--- src/rtl/tlb_range_purge.sv ---
module tlb_range_purge #(
  parameter int ENTRIES   = 8,
  parameter int VA_W      = 61,
  parameter int RID_W     = 3,
  parameter int EXP_W     = 6,
  parameter int MIN_EXP   = 12,
  parameter int MAX_PGEXP = 28,
  parameter int MAX_PUEXP = 60,
  parameter int IDX_W     = $clog2(ENTRIES)
) (
  input  logic             clk,
  input  logic             rst_n,
  input  logic             ins_en,
  input  logic [IDX_W-1:0] ins_idx,
  input  logic [RID_W-1:0] ins_rid,
  input  logic [VA_W-1:0]  ins_va,
  input  logic [EXP_W-1:0] ins_exp,
  input  logic [RID_W-1:0] lk_rid,
  input  logic [VA_W-1:0]  lk_va,
  output logic             lk_hit,
  input  logic             pg_req,
  input  logic [63:0]      pg_addr,
  input  logic [63:0]      pg_size,
  input  logic             pg_remap,
  input  logic [1:0]       cpl,
  input  logic             vm,
  input  logic             drained,
  output logic             busy,
  output logic             done,
  output logic             fault,
  output logic             bc_vld,
  output logic             bc_remap,
  output logic [RID_W-1:0] bc_rid,
  output logic [VA_W-1:0]  bc_va,
  output logic [EXP_W-1:0] bc_exp
);
  localparam logic [EXP_W-1:0] EMIN   = EXP_W'(MIN_EXP);
  localparam logic [EXP_W-1:0] EPGMAX = EXP_W'(MAX_PGEXP);
  localparam logic [EXP_W-1:0] EPUMAX = EXP_W'(MAX_PUEXP);
  localparam logic [IDX_W-1:0] LAST   = IDX_W'(ENTRIES - 1);

  typedef enum logic [1:0] {S_IDLE, S_SCAN, S_WAIT} st_t;

  st_t              st;
  logic [IDX_W-1:0] idx;
  logic [ENTRIES-1:0] v;
  logic [RID_W-1:0] e_rid [ENTRIES];
  logic [VA_W-1:0]  e_va  [ENTRIES];
  logic [EXP_W-1:0] e_exp [ENTRIES];

  wire [RID_W-1:0] rq_rid = pg_addr[63 -: RID_W];
  wire [VA_W-1:0]  rq_va  = pg_addr[VA_W-1:0];
  wire [EXP_W-1:0] rq_exp = pg_size[7:2];
  wire unused_ok = &{1'b0, pg_size[63:8], pg_size[1:0]};

  wire rq_bad = (cpl != 2'd0) | vm | (rq_exp < EMIN) | (rq_exp > EPUMAX);
  wire idle   = (st == S_IDLE);
  wire ins_ok = ins_en & idle & ~pg_req & (ins_exp >= EMIN) & (ins_exp <= EPGMAX);

  assign busy = ~idle;

  wire [EXP_W-1:0] m_exp    = (e_exp[idx] > bc_exp) ? e_exp[idx] : bc_exp;
  wire [VA_W-1:0]  scan_dif = e_va[idx] ^ bc_va;
  wire hit_scan = v[idx] & (e_rid[idx] == bc_rid) & ((scan_dif >> m_exp) == '0);

  logic [ENTRIES-1:0] lhit;
  for (genvar i = 0; i < ENTRIES; i++) begin : g_lk
    assign lhit[i] = v[i] & (e_rid[i] == lk_rid) & (((e_va[i] ^ lk_va) >> e_exp[i]) == '0);
  end
  assign lk_hit = |lhit;

  always_ff @(posedge clk) begin
    if (ins_ok) begin
      e_rid[ins_idx] <= ins_rid;
      e_va[ins_idx]  <= ins_va;
      e_exp[ins_idx] <= ins_exp;
    end
  end

  always_ff @(posedge clk or negedge rst_n) begin
    if (!rst_n) begin
      st       <= S_IDLE;
      idx      <= '0;
      v        <= '0;
      done     <= 1'b0;
      fault    <= 1'b0;
      bc_vld   <= 1'b0;
      bc_remap <= 1'b0;
      bc_rid   <= '0;
      bc_va    <= '0;
      bc_exp   <= '0;
    end else begin
      done   <= 1'b0;
      fault  <= 1'b0;
      bc_vld <= 1'b0;
      case (st)
        S_IDLE: begin
          if (pg_req) begin
            if (rq_bad) fault <= 1'b1;
            else begin
              st       <= S_SCAN;
              idx      <= '0;
              bc_vld   <= 1'b1;
              bc_remap <= pg_remap;
              bc_rid   <= rq_rid;
              bc_va    <= rq_va;
              bc_exp   <= rq_exp;
            end
          end else if (ins_ok) begin
            v[ins_idx] <= 1'b1;
          end
        end
        S_SCAN: begin
          if (hit_scan) v[idx] <= 1'b0;
          if (idx == LAST) st <= S_WAIT;
          idx <= idx + 1'b1;
        end
        default: begin
          if (drained) begin
            done <= 1'b1;
            st   <= S_IDLE;
          end
        end
      endcase
    end
  end


  done_after_drain_chk: assert property (@(posedge clk) disable iff (!rst_n)
    done |-> ($past(drained) && !busy && $past(st == S_WAIT)));


  fault_keeps_entries_chk: assert property (@(posedge clk) disable iff (!rst_n)
    fault |-> ((v == $past(v)) && !bc_vld && !busy));


  notice_on_start_chk: assert property (@(posedge clk) disable iff (!rst_n)
    bc_vld |-> (busy && !$past(busy)));


  single_flight_chk: assert property (@(posedge clk) disable iff (!rst_n)
    $rose(busy) |-> bc_vld);


  clear_only_in_scan_chk: assert property (@(posedge clk) disable iff (!rst_n)
    (|($past(v) & ~v)) |-> $past(st == S_SCAN));


  bad_size_faults_chk: assert property (@(posedge clk) disable iff (!rst_n)
    (pg_req && idle && (rq_exp > EPUMAX)) |=> fault);
endmodule

--- config.mk ---
export PLATFORM = sky130hd
export DESIGN_NAME = tlb_range_purge
export DESIGN_NICKNAME = d
export VERILOG_FILES = /design/src/rtl/tlb_range_purge.sv
export SDC_FILE = /design/constraint.sdc
export NUM_CORES = 2
export LEC_CHECK = 0
export BUFFER_PORTS_ARGS = -buffer_cell sky130_fd_sc_hd__buf_2
export CAP_MARGIN = 15
export CORE_AREA = 2 2 396 398
export CTS_CLUSTER_DIAMETER = 60
export DETAILED_ROUTE_END_ITERATION = 16
export DIE_AREA = 0 0 398 400
export SETUP_SLACK_MARGIN = 0.02
export SLEW_MARGIN = 20
export SYNTH_ARGS = -nofsm -noshare
export SYNTH_HDL_FRONTEND = slang
export SYNTH_SLANG_ARGS = --single-unit
--- constraint.sdc ---
create_clock -name clk -period 22.5 [get_ports clk]
set_clock_uncertainty 0.15 [all_clocks]
set_input_delay 1.125 -clock clk [delete_from_list [all_inputs] [get_ports clk]]
set_output_delay 1.125 -clock clk [all_outputs]
set_load 0.01 [all_outputs]
==> Word-level counts from Yosys, hierarchy flattened <==
Memory sizes are Yosys's and may differ from the RTL's.
Index checks and enable logic that the tools add are counted.
{ "totals": {"mem_bits_rw": 560, "elab_cells": 139, "inputBits": 274, "regBits": 87, "output_inout_bits": 76, "memories": 3} }
{ "op_classes": {"add_sub_neg": 1, "n_lt_le_gt_ge": 9, "eq_ne": 17, "n_mux": 29, "n_shift": 9, "n_reduce_logical": 21, "bitwise": 40} }
{ "mem_list": {"columns": ["memory", "depth", "width", "rd", "rd_ports_with_merged_regs", "wr", "line", "source"], "rows": [
  ["e_va", 8, 61, 9, 0, 1, "48", "logic [VA_W-1:0] e_va [ENTRIES];"],
  ["e_exp", 8, 6, 9, 0, 1, "49", "logic [EXP_W-1:0] e_exp [ENTRIES];"],
  ["e_rid", 8, 3, 9, 0, 1, "47", "logic [RID_W-1:0] e_rid [ENTRIES];"]
]} }
{ "ops": {"columns": ["op", "count"], "rows": [
  ["zero test 61 bit", 9],
  [">> shifter 61 x 6 -> 61 bit", 9],
  ["XOR 61 bit", 9],
  ["equality test 3 bit", 9],
  ["two-way mux 8 bit", 3],
  ["bitwise AND 1 bit", 22],
  ["case mux 8 bit (2 select lines)", 1],
  ["two-way mux 1 bit", 13],
  ["!= test 2 bit, second input constant", 5],
  ["bitwise AND 8 bit", 1],
  ["< comparator 3 x 4 -> 1 bit, second input constant", 2],
  ["two-way mux 2 bit", 4],
  ["NOT 8 bit", 1],
  ["bitwise OR 8 bit", 1],
  ["AND reduction 4 bit", 2],
  ["OR reduction 8 bit", 1],
  ["demux 1 bit (select 3 bit)", 2],
  ["greater-or-equal comparator 3 x 1 -> 1 bit, second input constant", 2],
  ["greater-or-equal comparator 6 x 4 -> 1 bit, second input constant", 1],
  ["greater-than comparator 6 bit", 1],
  ["greater-than comparator 6 bit, second input constant", 1],
  ["<= comparator 6 x 5 -> 1 bit, second input constant", 1],
  ["< comparator 6 x 4 -> 1 bit, second input constant", 1],
  ["two-way mux 3 bit", 2],
  ["other kinds (16)", 23]
]} }

==> Longest topological paths before layout <==
{ "depth": {"depth_word": 8, "depth_mapped": 26, "mapped_depth_nobuf": 17} }

==> Least setup slack after synthesis <==
No wires, ideal clock.
{ "synth_path": {"path_type": "input to register", "start": "in pg_req", "end": "mem e_exp[4][0], enable pin", "required_ps": 21749, "path_stages": 5, "path_buffers": 1, "arrival_time_ps": 7047, "setup_time_ps": 601, "slack_ps": 14701, "path_cell_list": "nor3b_1 > nand3_1 > or3_1 > clkbuf_1 > nor3b_1"} }
{ "synth_between": {"elab_chain_len": 6} }
{ "synth_lines": {"columns": ["element", "line", "source"], "rows": [
  ["from (decl)", "21", "input logic pg_req,"],
  ["NOT 1 bit", "58", "wire ins_ok = ins_en & idle & ~pg_req & (ins_exp >= EMIN) & (ins_exp <= EPGMAX);"],
  ["bitwise AND 1 bit (3 in series)", "58", null],
  ["two-way mux 1 bit", "73", "if (ins_ok) begin"],
  ["two-way mux 1 bit (not written as such)", "76", "e_exp[ins_idx] <= ins_exp;"],
  ["to (decl)", "49", null]
]} }
No other way between the ends.

==> Worst setup path in the final report <==
{ "layout_path": {"start": "reg idx[2]", "end": "reg v[3]"} }
{ "layout_between": {"elab_chain_len": 8, "word_cells_on_any_way": 24, "cone_classes": "order compare (3); eq/ne (2); shift (1); mux (7); bitwise (5); reduce/logical (3); memory (3)"} }
{ "layout_lines": {"columns": ["element", "line", "source"], "rows": [
  ["from (decl)", "45", "logic [IDX_W-1:0] idx;"],
  ["from (signal assigned)", "116", "idx <= idx + 1'b1;"],
  ["memory (8 x 6 bit) (tied with other cells)", null, null],
  ["greater-than comparator 6 bit or logical AND 1 bit (tied branches)", "62, 114", null],
  ["two-way mux 6 bit or two-way mux 1 bit (tied branches)", "62, 114", null],
  [">> shifter 61 x 6 -> 61 bit or demux 1 bit (select 3 bit) (tied branches)", "64, 114", null],
  ["zero test 61 bit or NOT 8 bit (tied branches)", null, null],
  ["bitwise AND 1 bit or bitwise AND 8 bit (tied branches)", null, null],
  ["!= test 2 bit (no source line) or two-way mux 8 bit (tied branches)", null, null],
  ["AND reduction 4 bit (no source line) or case mux 8 bit (2 select lines) (tied branches)", null, null],
  ["to (signal assigned)", "84", "v <= '0;"],
  ["to (signal, indexed assignment)", "110", "v[ins_idx] <= 1'b1;"],
  ["to (signal, indexed assignment)", "114", "if (hit_scan) v[idx] <= 1'b0;"],
  ["to (decl)", "46", "logic [ENTRIES-1:0] v;"]
]} }
Parallel ways exist; a longest one is shown, timed or not. The select of a mux whose other input is x is not followed.
A chain may end at the register's enable or synchronous reset.

==> flow_metrics.tcl <==
set metrics [dict create \
    status "complete, no violations" \
    tightest_slew_ps 1338 \
    n_fill_cell 15880 \
    post_cts_buffers 0 \
    p_comb_frac 0.504 \
    irDropWorstVdd_v 0.0001449 \
    period_share 0.3720 \
    initial_utilization 0.2984 \
    dr.first_iter.drc_count 5167 \
    synth.area.top_cells "edfxtp_1 36%, mux2i_1 9.6%, xnor2_1 5.6%, xor2_1 5.0%, dfrtp_1 4.7%" \
    syn_inst 4765 \
    hold_viol_final 0 \
    synthTopCellsByCount "567 x nand2_1, 560 x edfxtp_1, 442 x mux2i_1" \
    dieArea_um2 159200 \
    holdBufCountCts 0 \
    critical_path_class "flop to flop" \
    cp-start-kind "flop" \
    rows 145 \
    die_h_um 400 \
    hold_class "input port to asynchronous set/reset pin" \
    clock_tree.buffer_depth 3 \
    synth_edf_count 560 \
    nets 5183 \
    relSlewSlack 0.1054 \
    drv_slew 0 \
    p_clk_frac 0.243 \
    hpwlAfterDp_mm 170.3 \
    synthFlopType "edfxtp_1" \
    grt_max_degree 98 \
    p_seq_frac 0.253 \
    netSwitchingFraction 0.4600 \
    grt_usage 0.2718 \
    io_pins 350 \
    numClockSinks 647 \
    yosysTopAreaCellShare 0.3633 \
    wl_mm 223.2 \
    first_pass_iters 6 \
    p_leak_uw 0.01920 \
    synth_area_um2 46290 \
    cts-buffers-inserted 84 \
    cts_tree "yes" \
    avgRoutedWirePerCell_um 31.67 \
    synth-seq-cells 647 \
    drive_gt1_frac 0.1534 \
    tns_ps 0 \
    place_inst 6873 \
    end_kind "flop" \
    fmax_ghz 0.1195 \
    synth_most_common_cell "nand2_1" \
    grt_pass1_wl_mm 304.4 \
    clk_latency_ps 750 \
    max_cap_viol_count 0 \
    antenna_left 0 \
    clkSlewWorstSetupHoldPaths_ps 60 \
    path_max_fanout 37 \
    grt_pass1_vias 39290 \
    grt-ovfl-total 0 \
    core_um2 155100 \
    rsz0062_at_grt "false" \
    seq_area_frac_synth 0.4103 \
    avgSynthCellArea_um2 9.714 \
    cts_root_buf "clkbuf_16" \
    yosys.area.top_type "edfxtp_1" \
    post_cts_resized 0 \
    p_int_uw 3178 \
    cts_max_level 3 \
    syn-num-nets 5047 \
    die_w_um 398 \
    stdcell_count 7047 \
    yosys_warnings 0 \
    vias 41720 \
    power_density_nw_per_um2 111.4 \
    synthArstFlopShare 0.1345 \
    fin_crit_ps 8370 \
    syn2layout_area_growth_pct 14.16 \
    cp.arrival_ps 8860 \
    io_buffers 291 \
    synthDistinctLibCells 94 \
    switchingPower_uw 2707 \
    antenna_found_initial 54 \
    vias_per_cell 5.920 \
    finalSetupViolations 0 \
    critPathRequiredTime_ps 22990 \
    drc 0 \
    gp_congestion 1.111 \
]
==> final timing paths <==
path                                            from               endpoint  slack (ps)  depth (start not counted)
worst max-delay path              idx[2]$_DFFE_PN0P_       v[3]$_DFFE_PN0P_       14130                         20
worst min-delay path                           rst_n  bc_va[28]$_DFFE_PN0P_         190                          1
worst max register to register    idx[2]$_DFFE_PN0P_       v[3]$_DFFE_PN0P_       14130                         20
worst min register to register  bc_remap$_DFFE_PN0P_   bc_remap$_DFFE_PN0P_         320                          2
max in group asynchronous                      rst_n     idx[0]$_DFFE_PN0P_       20850                          2
min in group clk                bc_remap$_DFFE_PN0P_   bc_remap$_DFFE_PN0P_         320                          2
==> metrics by stage <==
step                worst slack (ps)  hold slack (ps)    util  total power (µW)  area [µm²]
finish                         14130            194.7  0.3407              5885       52840
global route                   14060            212.8  0.3404              6083       52810
CTS                            14450            187.7  0.3402              5809       52770
detailed placement             14440            316.9  0.3215              4387       49880
global placement               14580            314.2  0.3215              4374       49870
floorplan                      14700            317.7       -              3311       46290
==> state kept, by name, indices dropped and copies added (netlist names) <==
register / count
fault: 1
bc_remap: 1
done: 1
bc_rid: 3
e_exp: 48
e_va: 488
idx: 3
v: 8
bc_vld: 1
bc_exp: 6
bc_va: 61
e_rid: 24
st: 2
==> kinds of logic (layout without fill, tap and decap cells) <==
| logic type | Yosys count | count (layout) | share of synthesized area |
|---|---|---|---|
| and+or+nand+nor | 1412 | 1412 | 0.1382 |
| xor gates and xnor gates | 561 | 561 | 0.1061 |
| adders and majority gates | 10 | 10 | 0.002595 |
| buffers and inverters | 435 | 637 | 0.03830 |
| AOI/OAI and AO/OA | 1119 | 1119 | 0.1650 |
| other | 0 | 22 | 0 |
| muxes | 581 | 581 | 0.1395 |
| DFF | 647 | 647 | 0.4103 |
==> worst max-delay path, cell delays in order (launching register included) <==
cell	delay, ps
dfrtp_2	330
buf_4	440
buf_4	570
nor2b_4	260
buf_4	510
a221oi_1	250
o22ai_1	570
ha_1	370
and4_1	190
and3_1	260
a31oi_2	480
mux2_2	710
nand2_1	450
o22ai_1	150
or4b_1	540
nor4_1	350
nor3_1	130
o32ai_2	650
o2111a_2	470
o2111ai_1	130
a21o_1	220
==> layer usage <==
metal / routed length, µm / global-route usage / vias to the layer above
met4: 21330 / 0.2182 / 40
li1: - / - / 18030
met2: 98560 / 0.4235 / 2471
met3: 20360 / 0.05136 / 609
met5: 253 / 0 / -
met1: 82680 / 0.3286 / 20570
==> layout make-up <==
class,count,area [µm²],area share
multi-input cells,3683,25680,0.4859
inverters,78,292.8,0.005541
diodes,22,55.05,0.001042
clock inverters,58,728.2,0.01378
flip-flops and latches,647,19000,0.3596
clock buffers,94,2161,0.04089
repair buffers,407,2355,0.04456
well taps,2058,2575,0.04873
==> power by group through the flow <==
stage,registers (µW),logic (µW),clock network [µW]
final,1490,2970,1430
after global routing,1500,3110,1480
after CTS,1490,2880,1430
after detailed placement,1520,2870,0
after global placement,1510,2860,0
after floorplan,1480,1830,0
==> placed cells by master (no fill, tap or decap), types with 35 or more instances in the layout <==
cell and n:
mux2_2 98, dfrtp_1 84, mux2i_1 436, buf_4 115
edfxtp_1 560, o22ai_1 40, nor2_1 379, a2111oi_0 40
xnor2_1 297, a211oi_1 57, a31oi_1 71, xor2_1 264
a221oi_1 37, buf_2 290, o211ai_1 51, nand2_1 567
o21ai_0 236, clkbuf_16 85, nor3_1 98, inv_1 60
o2111ai_1 35, mux4_2 40, nand3_1 88, a22oi_1 84
a21oi_1 215
No activity file was read; power rests on OpenSTA's default activity.
